<file path="config.mk">
export PLATFORM = sky130hd
export DESIGN_NAME = clk_ratio_gen
export DESIGN_NICKNAME = d
export VERILOG_FILES = /design/src/rtl/clkdiv_pkg.sv /design/src/rtl/cfg_regs.sv /design/src/rtl/frame_sequencer.sv /design/src/rtl/phase_ctr.sv /design/src/rtl/clk_ratio_gen.sv
export SDC_FILE = /design/constraint.sdc
export NUM_CORES = 1
export LEC_CHECK = 0
export BUFFER_PORTS_ARGS = -buffer_cell sky130_fd_sc_hd__buf_2
export CORE_ASPECT_RATIO = 1.75
export CORE_UTILIZATION = 60
export DETAILED_ROUTE_END_ITERATION = 10
export PLACE_DENSITY = 0.82
export SKIP_CTS_REPAIR_TIMING = 1
export SYNTH_ARGS = -nofsm -noshare
export SYNTH_HDL_FRONTEND = slang
export SYNTH_SLANG_ARGS = --single-unit
</file>
<file path="constraint.sdc">
create_clock -name clk -period 4.9 [get_ports clk]
set_input_delay 0.735 -clock clk [delete_from_list [all_inputs] [get_ports clk]]
set_output_delay 0.735 -clock clk [all_outputs]
set_load 0.05 [all_outputs]
</file>
<file path="src/rtl/clkdiv_pkg.sv">
package clkdiv_pkg;

    localparam int MULT_W   = 2;
    localparam int CODE_W   = 3;
    localparam int MAX_MULT = 1 << MULT_W;
    localparam int RES_CODE = (1 << CODE_W) - 1;
    localparam int NUM_CH   = 3;
    localparam int CH_CORE  = 0;
    localparam int CH_BUS   = 1;
    localparam int CH_PER   = 2;

    typedef logic [MULT_W-1:0] mult_code_t;
    typedef logic [CODE_W-1:0] ratio_code_t;

    typedef struct packed {
        ratio_code_t per;
        ratio_code_t core;
        mult_code_t  mult;
    } clk_cfg_t;

    localparam int CFG_W = $bits(clk_cfg_t);
    localparam clk_cfg_t CFG_RESET = '0;

    function automatic int unsigned ratio_of(ratio_code_t c);
        case (c)
            3'd0:    return 32'd1;
            3'd1:    return 32'd2;
            3'd2:    return 32'd3;
            3'd3:    return 32'd4;
            3'd4:    return 32'd6;
            3'd5:    return 32'd8;
            3'd6:    return 32'd12;
            default: return 32'd0;
        endcase
    endfunction

    function automatic int unsigned mult_of(mult_code_t m);
        return 32'(m) + 32'd1;
    endfunction

    function automatic int unsigned gcd_u(int unsigned a, int unsigned b);
        int unsigned x;
        int unsigned y;
        int unsigned t;
        x = a;
        y = b;
        while (y != 0) begin
            t = x % y;
            x = y;
            y = t;
        end
        return x;
    endfunction

    function automatic int unsigned frame_len();
        int unsigned l;
        l = 1;
        for (int unsigned i = 2; i <= MAX_MULT; i++) begin
            l = (l / gcd_u(l, i)) * i;
        end
        return l;
    endfunction

    localparam int FRAME = int'(frame_len());
    localparam int CNT_W = (FRAME > 1) ? $clog2(FRAME) : 1;
    localparam int PH_W  = $clog2(FRAME + 1);

    function automatic logic code_ok(ratio_code_t c, mult_code_t m);
        return (int'(c) != RES_CODE) && (ratio_of(c) <= mult_of(m));
    endfunction

    function automatic logic cfg_legal(clk_cfg_t c);
        return code_ok(c.core, c.mult) && code_ok(c.per, c.mult);
    endfunction

endpackage

</file>
<file path="src/rtl/cfg_regs.sv">
module cfg_regs
    import clkdiv_pkg::*;
(
    input  logic     clk,
    input  logic     rst,
    input  logic     we,
    input  clk_cfg_t wdata,
    input  logic     err_rd,
    output clk_cfg_t pend_cfg,
    output logic     err
);
    logic accept;
    logic reject;

    always_comb begin
        accept = we && cfg_legal(wdata);
        reject = we && !cfg_legal(wdata);
    end

    always_ff @(posedge clk) begin
        if (rst) begin
            pend_cfg <= CFG_RESET;
        end else if (accept) begin
            pend_cfg <= wdata;
        end
    end

    always_ff @(posedge clk) begin
        if (rst) begin
            err <= 1'b0;
        end else if (reject) begin
            err <= 1'b1;
        end else if (err_rd) begin
            err <= 1'b0;
        end
    end
endmodule

</file>
<file path="src/rtl/frame_sequencer.sv">
module frame_sequencer
    import clkdiv_pkg::*;
(
    input  logic     clk,
    input  logic     rst,
    input  clk_cfg_t pend_cfg,
    output clk_cfg_t act_cfg,
    output logic     wrap,
    output logic     first
);
    logic [CNT_W-1:0] cnt;

    always_comb begin
        wrap  = (cnt == CNT_W'(FRAME - 1));
        first = (cnt == '0);
    end

    always_ff @(posedge clk) begin
        if (rst) begin
            cnt     <= '0;
            act_cfg <= CFG_RESET;
        end else if (wrap) begin
            cnt     <= '0;
            act_cfg <= pend_cfg;
        end else begin
            cnt <= cnt + 1'b1;
        end
    end
endmodule

</file>
<file path="src/rtl/phase_ctr.sv">
module phase_ctr #(
    parameter int W = 4
) (
    input  logic         clk,
    input  logic         rst,
    input  logic         wrap,
    input  logic [W-1:0] last,
    output logic         en
);
    logic [W-1:0] ctr;

    assign en = (ctr == '0);

    always_ff @(posedge clk) begin
        if (rst || wrap) begin
            ctr <= '0;
        end else if (ctr >= last) begin
            ctr <= '0;
        end else begin
            ctr <= ctr + 1'b1;
        end
    end
endmodule

</file>
<file path="src/rtl/clk_ratio_gen.sv">
module clk_ratio_gen
    import clkdiv_pkg::*;
(
    input  logic             clk,
    input  logic             rst,
    input  logic             cfg_we,
    input  logic [CFG_W-1:0] cfg_wdata,
    output logic [CFG_W-1:0] cfg_rdata,
    input  logic             err_rd,
    output logic             err_flag,
    output logic             core_en,
    output logic             bus_en,
    output logic             per_en
);
    clk_cfg_t pend_cfg;
    clk_cfg_t act_cfg;
    logic     wrap;
    logic     frame_first;
    logic [NUM_CH-1:0][PH_W-1:0] last_v;
    logic [NUM_CH-1:0]           en_v;

    cfg_regs u_regs (
        .clk      (clk),
        .rst      (rst),
        .we       (cfg_we),
        .wdata    (clk_cfg_t'(cfg_wdata)),
        .err_rd   (err_rd),
        .pend_cfg (pend_cfg),
        .err      (err_flag)
    );

    frame_sequencer u_seq (
        .clk      (clk),
        .rst      (rst),
        .pend_cfg (pend_cfg),
        .act_cfg  (act_cfg),
        .wrap     (wrap),
        .first    (frame_first)
    );

    always_comb begin
        last_v[CH_CORE] = PH_W'(ratio_of(act_cfg.core) - 32'd1);
        last_v[CH_BUS]  = PH_W'(mult_of(act_cfg.mult) - 32'd1);
        last_v[CH_PER]  = PH_W'(ratio_of(act_cfg.per) - 32'd1);
    end

    for (genvar g = 0; g < NUM_CH; g++) begin : g_ch
        phase_ctr #(.W(PH_W)) u_ph (
            .clk  (clk),
            .rst  (rst),
            .wrap (wrap),
            .last (last_v[g]),
            .en   (en_v[g])
        );
    end

    assign cfg_rdata = pend_cfg;
    assign core_en   = en_v[CH_CORE];
    assign bus_en    = en_v[CH_BUS];
    assign per_en    = en_v[CH_PER];
endmodule

</file>
==> metrics.yaml <==
synth-seq-cells: 33
p_leak_nw: 0.943
endpoint_kind: "register"
cts_max_path_buffers: 2
path_class: "input port to register"
reg2regPathDepth: 8
area.growth.synth_to_final_pct: 11.5
worstPathArrival_ns: 2.81
grt_usage_pct: 22.6
finalCriticalPeriod_ns: 2.61
worst_pin_slew_ns: 0.778
dp_slack_ns: 1.97
dp_hpwl_um: 2500
grt_max_degree: 28
dr.pass1.iters: 4
power.total_uw: 539
hold_violations: 0
setup_viol: 0
synth_ff_type: "dfxtp_1"
layout-drive-gt1-share_pct: 14.5
worstSkewPairLatency_ns: 0.28
routed_via_density: 5.01
grt_overflow: 0
slowest_delay_ns: 0.66
min_path_cells: 2
cts.sinks: 33
dieArea_um2: 3390
critPathCapture: "u_regs.pend_cfg[6]"
syn_area_per_cell_um2: 9.06
fin_util_pct: 71.3
fin_tns_setup_ns: 0
fin_ws_ns: 2.29
synth_edf_count: 0
syn_inst: 209
route.detailed.drc: 0
htreeDepth: 2
synth_warnings: 0
portBuffers: 23
hold_start: "u_regs.err"
path_cells: "buf_2, xor2_1, o21a_1, ha_1, a211oi_1, o211ai_1, nor3b_2, mux2i_1"
core_area_um2: 2960
via_count: 1387
crit_start: "cfg_wdata[2]"
ant_nets: 0
antenna_cells: 0
cts-root-buf: "clkbuf_8"
antenna_found_initial: 0
wire_per_inst_um: 11.0
wl_met3_um: 92
grt_pass1_vias: 1434
slew_headroom_pct: 47.9
max_freq_mhz: 383
crit_slowest_cell: "nor3b_2"
highest_layer: "met4"
worst_r2r_endpoint: "g_ch[0].u_ph.ctr[2]"
status: "complete, no violations"
wl_met1_um: 1210
row_count: 26
drtIter0Drc: 9
synth_fp_nets: 247
ir_drop_mv: 0.212
rsz0062_at_grt: "no"
io_pins: 24
finClkSkew_ns: 0.00307
cts_tree: "built"
drt_wl_total_um: 3050
hold_class: "register to register"
drv_slew: 0
die_y_um: 76.3
async_flop_share_pct: 0
numCtsBuffers: 5
grt_pass1_wl_um: 5740
dieWidth_um: 44.5
reg2reg_setup_slack_ns: 2.83
post-route-period-util_pct: 53.3
cp-start-kind: "input port"
met2_length_um: 1670
netlist_area_um2: 1890
gp_congestion: 0.718
drv_cap: 0
power.density_nw_per_um2: 255
critPathMaxFanout: 8
yosysSeqAreaShare_pct: 34.9
initial_core_util_pct: 63.9
fillers: 234
cp.required_ns: 5.10
yosysUniqueCellTypes: 29
clk_pin_slew_worst_paths_ns: 0.06
nNetsFinal: 272
r2r-start: "u_seq.act_cfg[4]"
cell type report:
type | instances | area [um2] | share of cell area, %
multi-input cells | 151 | 1130 | 53.4
clock buffers | 8 | 80.1 | 3.79
well taps | 42 | 52.6 | 2.49
inverters | 20 | 75.1 | 3.56
flip-flops and latches | 33 | 661 | 31.3
repair buffers | 23 | 115 | 5.45
per-layer routing:
metal,up-vias,global-route usage (%)
met4,0,10.9
met3,8,4.74
met2,24,40.9
met5,-,0
li1,738,-
met1,617,23.0
placed cells by master, fill, tap and decap left out, types with 5 or more instances in the layout:
cell and count:
dfxtp_1 33, xnor2_1 7, buf_2 23, nor2_1 25, o21ai_0 13, xor2_1 6
nand2_1 6, nand3_1 7, inv_1 20, clkbuf_8 5, mux2i_1 17, ha_1 26
nand2b_1 18
cells in the mapped netlist (4+ instances only):
cell type,instances,share of area (%)
mux2i_1,17,9.0
inv_1,20,4.0
or2_2,4,1.3
nand3_1,7,1.9
a21o_1,4,1.6
dfxtp_1,33,35
xor2_1,6,2.8
nor2_1,25,5.0
o21ai_0,13,3.4
xnor2_1,7,3.2
nand2b_1,18,5.9
nand2_1,6,1.2
ha_1,26,17
registers in the layout, indices dropped and copies added, names as in the netlist:
name,cells
u_regs.err,1
u_regs.pend_cfg,8
u_seq.cnt,4
u_seq.act_cfg,8
g_ch.u_ph.ctr,12
worst max-delay path, delay by kind of cell:
family / cells / cell delay, ns
AND/OR/NAND/NOR: 1 / 0.66
AO/OA/AOI/OAI: 3 / 0.54
adder cells (fa/ha/maj): 1 / 0.30
multiplexers: 1 / 0.28
XOR/XNOR: 1 / 0.16
buffers and inverters: 1 / 0.13
per-stage QoR:
stage          cells  cell area [um2]  hold WS [ns]
5_1_grt          277             2110         0.477
3_3_place_gp     269             2030         0.430
2_1_floorplan    209             1890         0.417
6_report         277             2110         0.441
3_5_place_dp     269             2030         0.436
4_1_cts          277             2110         0.446
kinds of logic after synthesis:
kind of cell | share of synthesized area, %
other cells | 0.198
fa+ha+maj | 17.2
compound gates | 7.87
flops | 34.9
buf+inv | 5.55
mux | 8.99
simple gates | 19.3
xor+xnor | 6.01
where the power goes:
part | total (mW) | internal (mW) | switching [mW]
registers | 0.280 | 0.275 | 0.00448
clock network | 0.189 | 0.101 | 0.0878
logic | 0.0709 | 0.0270 | 0.0439
worst min-delay path by stage:
stage                          end
4_1_cts                 u_regs.err
3_3_place_gp            u_regs.err
2_1_floorplan  g_ch[1].u_ph.ctr[0]
5_1_grt                 u_regs.err
3_5_place_dp            u_regs.err
6_report                u_regs.err
(Power assumes the default switching activity.)
